--- src/rtl/scb_pkg.sv ---
package scb_pkg;
  localparam int WORD_W   = 64;
  localparam int BYTE_W   = 8;
  localparam int SEL_W    = 3;
  localparam int VLD_BIT  = 63;
  localparam int OPX_HI   = 59;
  localparam int OPX_LO   = 58;
  localparam int RD_BIT   = 56;
  localparam int SEL_LSB  = 32;

  localparam logic [SEL_W-1:0] TGT_NONE  = 3'd0;
  localparam logic [SEL_W-1:0] TGT_DATA  = 3'd1;
  localparam logic [SEL_W-1:0] TGT_CTRL  = 3'd2;
  localparam logic [SEL_W-1:0] TGT_CLKST = 3'd3;
  localparam logic [SEL_W-1:0] TGT_THRSH = 3'd4;
  localparam logic [SEL_W-1:0] TGT_RESET = 3'd7;

  typedef struct packed {
    logic load;
    logic issue;
    logic finish;
  } strobe_t;

  typedef struct packed {
    logic             hit;
    logic [SEL_W-1:0] code;
  } target_t;

  function automatic target_t decodeWord(input logic [WORD_W-1:0] w);
    target_t t;
    logic [SEL_W-1:0] sel;
    sel = w[SEL_LSB +: SEL_W];
    t.hit  = 1'b0;
    t.code = TGT_NONE;
    if (w[OPX_HI] && w[OPX_LO]) begin
      case (sel)
        TGT_DATA, TGT_CTRL, TGT_CLKST: begin
          t.hit  = 1'b1;
          t.code = sel;
        end
        TGT_RESET: begin
          t.hit  = !w[RD_BIT];
          t.code = w[RD_BIT] ? TGT_NONE : TGT_RESET;
        end
        default: ;
      endcase
    end else if (w[OPX_HI]) begin
      t.hit  = 1'b1;
      t.code = TGT_THRSH;
    end
    return t;
  endfunction
endpackage

--- src/rtl/scb_ctrl.sv ---
module scb_ctrl
  import scb_pkg::*;
(
  input  logic    clk,
  input  logic    rstN,
  input  logic    hostWrEn,
  input  logic    launchBit,
  output strobe_t stb
);
  typedef enum logic [1:0] {S_IDLE, S_ISSUE, S_FINISH} phase_e;
  phase_e phase, phaseNext;

  always_comb begin
    stb.load   = hostWrEn && (phase == S_IDLE);
    stb.issue  = (phase == S_ISSUE);
    stb.finish = (phase == S_FINISH);
    phaseNext  = phase;
    case (phase)
      S_IDLE:   if (stb.load && launchBit) phaseNext = S_ISSUE;
      S_ISSUE:  phaseNext = S_FINISH;
      S_FINISH: phaseNext = S_IDLE;
      default:  phaseNext = S_IDLE;
    endcase
  end

  always_ff @(posedge clk or negedge rstN) begin
    if (!rstN) phase <= S_IDLE;
    else       phase <= phaseNext;
  end
endmodule

--- src/rtl/scb_datapath.sv ---
module scb_datapath
  import scb_pkg::*;
(
  input  logic              clk,
  input  logic              rstN,
  input  strobe_t           stb,
  input  logic [WORD_W-1:0] hostWrData,
  output logic [WORD_W-1:0] cmdWord,
  output logic [SEL_W-1:0]  engSel,
  output logic              engWrStb,
  output logic              engRdStb,
  output logic [BYTE_W-1:0] engWrByte,
  input  logic [BYTE_W-1:0] engRdByte
);
  target_t tgt;
  logic    isRead;

  always_comb begin
    tgt       = decodeWord(cmdWord);
    isRead    = cmdWord[RD_BIT];
    engSel    = tgt.code;
    engWrStb  = stb.issue && tgt.hit && !isRead;
    engRdStb  = stb.issue && tgt.hit && isRead;
    engWrByte = cmdWord[BYTE_W-1:0];
  end

  always_ff @(posedge clk or negedge rstN) begin
    if (!rstN) begin
      cmdWord <= '0;
    end else if (stb.load) begin
      cmdWord <= hostWrData;
    end else begin
      if (stb.issue && isRead)
        cmdWord[BYTE_W-1:0] <= tgt.hit ? engRdByte : '0;
      if (stb.finish)
        cmdWord[VLD_BIT] <= 1'b0;
    end
  end
endmodule

--- src/rtl/serial_ctl_cmd_bridge.sv ---
module serial_ctl_cmd_bridge
  import scb_pkg::*;
(
  input  logic        clk,
  input  logic        rstN,
  input  logic        hostWrEn,
  input  logic [63:0] hostWrData,
  output logic [63:0] hostRdData,
  output logic [2:0]  engSel,
  output logic        engWrStb,
  output logic        engRdStb,
  output logic [7:0]  engWrByte,
  input  logic [7:0]  engRdByte
);
  strobe_t stb;

  scb_ctrl u_ctrl (
    .clk       (clk),
    .rstN      (rstN),
    .hostWrEn  (hostWrEn),
    .launchBit (hostWrData[VLD_BIT]),
    .stb       (stb)
  );

  scb_datapath u_dp (
    .clk        (clk),
    .rstN       (rstN),
    .stb        (stb),
    .hostWrData (hostWrData),
    .cmdWord    (hostRdData),
    .engSel     (engSel),
    .engWrStb   (engWrStb),
    .engRdStb   (engRdStb),
    .engWrByte  (engWrByte),
    .engRdByte  (engRdByte)
  );
endmodule

--- config.mk ---
export PLATFORM = sky130hd
export DESIGN_NAME = serial_ctl_cmd_bridge
export DESIGN_NICKNAME = d
export VERILOG_FILES = /design/src/rtl/scb_pkg.sv /design/src/rtl/scb_ctrl.sv /design/src/rtl/scb_datapath.sv /design/src/rtl/serial_ctl_cmd_bridge.sv
export SDC_FILE = /design/constraint.sdc
export NUM_CORES = 1
export LEC_CHECK = 0
export ABC_CLOCK_PERIOD_IN_PS = 1900
export BUFFER_PORTS_ARGS = -buffer_cell sky130_fd_sc_hd__buf_4
export CAP_MARGIN = 20
export CELL_PAD_IN_SITES_DETAIL_PLACEMENT = 1
export CELL_PAD_IN_SITES_GLOBAL_PLACEMENT = 1
export CORE_ASPECT_RATIO = 1.75
export CORE_MARGIN = 8
export CORE_UTILIZATION = 31
export DETAILED_ROUTE_END_ITERATION = 16
export HOLD_SLACK_MARGIN = 0.12
export PLACE_DENSITY_LB_ADDON = 0.12
export SYNTH_ARGS = -nofsm -noshare
export SYNTH_HDL_FRONTEND = slang
export SYNTH_SLANG_ARGS = --single-unit
--- constraint.sdc ---
create_clock -name clk -period 1.9 [get_ports clk]
set_clock_uncertainty 0.15 [all_clocks]
set_input_delay 0.285 -clock clk [delete_from_list [all_inputs] [get_ports clk]]
set_output_delay 0.285 -clock clk [all_outputs]
set_load 0.02 [all_outputs]
==> flow_summary.json <==
{
  "status": "finished with violations",
  "violations": "setup timing",
  "worst_path_max_delay_cell": "dfrtp_1",
  "grt_pass1_wl_um": 17600,
  "p_clk_share_pct": 35.1,
  "finalCriticalPeriod_ns": 1.95,
  "wl_um": 10800,
  "cts.sinks": 66,
  "synth_xor_area_share_pct": 0,
  "endpoint_kind": "primary output",
  "yosys.area_share.simple_pct": 29.5,
  "setup_viol": 2,
  "nFillCells": 1028,
  "dp_hpwl_um": 7460,
  "setup_ws_ns": -0.0499,
  "cts.htree.levels": 3,
  "max_slew.worst_pin.slew_ns": 0.351,
  "pwr-share-comb_pct": 29.6,
  "crit_fanout": 4,
  "hp-class": "in -> async",
  "vias": 2941,
  "ys_types": 25,
  "drc": 0,
  "ys_seq_area_share_pct": 59.4,
  "io_buffer_count": 151,
  "place_area_mm2": 0.00407,
  "n_antenna_cell": 0,
  "rsz0062_at_grt": "true",
  "core_mm2": 0.00867,
  "synth_compound_area_share_pct": 5.58,
  "die_h_um": 141,
  "swShare_pct": 29.9,
  "dr.first_iter.drc_count": 96,
  "cts_root_buf": "clkbuf_16",
  "crit_family": "compound AO/OA/AOI/OAI gates",
  "start_kind": "flop",
  "synthMuxAreaShare_pct": 0,
  "pwr_density_cell_mw_per_mm2": 992,
  "yosys.area.top_type": "dfrtp_1",
  "p_switching_mw": 1.51,
  "synth_top_family_by_area": "simple AND/OR/NAND/NOR gates",
  "start_util_pct": 32.0,
  "gp_congestion": 0.770,
  "grt_use_total_pct": 18.5,
  "layout.nets": 606,
  "ys_ff_latch": 66,
  "grt_max_degree": 58,
  "tritoncts": "yes",
  "num_io_pins": 152,
  "intPower_mw": 3.53,
  "arrival_ns": 1.51,
  "slew-limit-headroom_pct": 76.6,
  "final_max_slew_viol_count": 0,
  "hold_viol_final": 0,
  "cts_buffers": 9,
  "row_count": 45,
  "dpl_worst_slack_ns": 0.164,
  "clk_pin_slew_ns": 0.05,
  "ys_warn_count": 0,
  "netlist_instances": 312,
  "path_cells": "o21ba_4, o31ai_4, nor2_2, buf_6",
  "cts_max_path_buffers": 2,
  "crit_type": "reg -> out",
  "synth_area_mm2": 0.00278,
  "grt_pass1_vias": 3489,
  "vdd_drop_max_mv": 0.623,
  "yosys.area_share.adder_pct": 0,
  "drv_cap": 0,
  "crit_path_max_incr_delay_ns": 0.41,
  "synth_area_leaders": "dfrtp_1 59%, nand2_1 23%, nor4bb_1 2.9%",
  "design_area_mm2": 0.00507,
  "drive_above_1_share_pct": 35.1,
  "dieWidth_um": 87.6,
  "critPathRequiredTime_ns": 1.46,
  "clock_latency_ns": 0.32,
  "grt_overflow_total": 0,
  "netlist.area_leader.share_pct": 59.4,
  "synth.avg_cell_area_um2": 8.91,
  "leakage_nw": 2.66,
  "avgViaCountPerCell": 4.51,
  "drtAntennaViolNets": 0,
  "antenna_found_initial": 0,
  "area_delta_synth_final_pct": 82.6,
  "drtPass1Iterations": 4,
  "crit_buf_inv": 1,
  "post_drt_wl_per_cell_um": 16.6,
  "clock.fmax_mhz": 513,
  "seq_power_share_pct": 35.2,
  "period_share_pct": 103,
  "syn-num-nets": 387,
  "dieArea_mm2": 0.0124,
  "p_total_mw": 5.04
}
path summary, 6_finish.rpt:
| path | slack [ns] | cells after the start | from | endpoint |
|---|---|---|---|---|
| hold / removal | 0.26 | 2 | rstN | u_dp.cmdWord[41] |
| min in group clk | 0.26 | 3 | hostWrEn | u_dp.cmdWord[63] |
| max in group asynchronous | 0.78 | 3 | rstN | u_dp.cmdWord[5] |
| setup / recovery | -0.05 | 4 | u_dp.cmdWord[33] | engRdStb |
| setup reg to reg | 0.20 | 4 | u_ctrl.phase[0] | u_dp.cmdWord[39] |
| hold reg to reg | 0.32 | 2 | u_dp.cmdWord[60] | u_dp.cmdWord[60] |
sequential cells by signal, indices dropped and copies added (netlist names):
signal / count
u_ctrl.phase: 2
u_dp.cmdWord: 64
worst register-to-register path: stages (launching register included):
cell     delay, ns
dfrtp_1       0.37
or3b_2        0.65
buf_4         0.25
nand2_1       0.07
nand2_1       0.08
routing by layer:
| metal | vias to the layer above | global-route usage, % | share of wire, % |
|---|---|---|---|
| met5 | - | 0 | 0 |
| met4 | 0 | 6.66 | 1.9 |
| met3 | 14 | 5.61 | 6.1 |
| met2 | 90 | 34.8 | 56 |
| met1 | 1419 | 18.0 | 36 |
| li1 | 1418 | - | - |
layout make-up:
type	count	area [µm²]	area share, %
Clock inverter	2	60.1	1.18
Inverter	2	7.51	0.148
Timing Repair Buffer	233	1950	38.5
Sequential cell	66	1650	32.5
Tap cell	117	146	2.88
Multi-Input combinational cell	219	996	19.6
Clock buffer	13	260	5.13
cells in the mapped netlist (all sizes together):
master / n
nand2b: 2
inv: 2
and2: 1
nand3: 2
a31oi: 9
o21ba: 1
a21oi: 2
or3b: 1
nor3b: 1
and3b: 2
a21boi: 1
clkbuf: 5
nand2: 173
o21ai: 10
o31ai: 1
nor2: 2
nand3b: 1
nor4bb: 8
dfrtp: 66
nor4: 1
buf: 20
nor2b: 1
power groups by stage:
| stage | clock (mW) | sequential, mW | combinational, mW |
|---|---|---|---|
| 3_5_place_dp | 0 | 1.79 | 1.37 |
| 6_report | 1.77 | 1.77 | 1.49 |
| 5_1_grt | 1.86 | 1.80 | 1.62 |
| 4_1_cts | 1.82 | 1.77 | 1.51 |
| 3_3_place_gp | 0 | 1.79 | 1.35 |
| 2_1_floorplan | 0 | 2.05 | 0.404 |
kinds of logic (layout without fill, tap and decap cells):
| family | after synthesis | in the layout |
|---|---|---|
| compound gates | 24 | 24 |
| buf+inv | 27 | 250 |
| flops | 66 | 66 |
| simple gates | 195 | 195 |
layout by cell type, fill, tap and decap left out, drive strengths merged:
cell / n
nand3: 2
o21ba: 1
a31oi: 9
nand3b: 1
bufinv: 2
and3b: 2
nor4: 1
nor2b: 1
a21oi: 2
buf: 168
nor2: 2
dfrtp: 66
and2: 1
o21ai: 10
a21boi: 1
nand2: 173
inv: 2
o31ai: 1
or3b: 1
nand2b: 2
dlygate4sd3: 65
nor3b: 1
nor4bb: 8
clkbuf: 13
stage by stage:
stage / cells / utilization (%) / TNS (ns) / hold slack (ns)
2_1_floorplan: 312 / - / 0 / -0.161
3_3_place_gp: 569 / 46.9 / 0 / 0.0486
3_5_place_dp: 569 / 46.9 / 0 / 0.0505
4_1_cts: 652 / 58.5 / -0.178 / 0.235
5_1_grt: 652 / 58.5 / -0.233 / 0.281
6_report: 652 / 58.5 / -0.0948 / 0.255
timing repair:
action                     in CTS  in global routing
buffers inserted                3                  0
hold endpoints to repair      130                  0
setup endpoints to repair       2                  3
resized for setup               3                  1
hold buffers                   65                  0
pin swaps                       4                  1
Power figures use the tool's default switching activity.
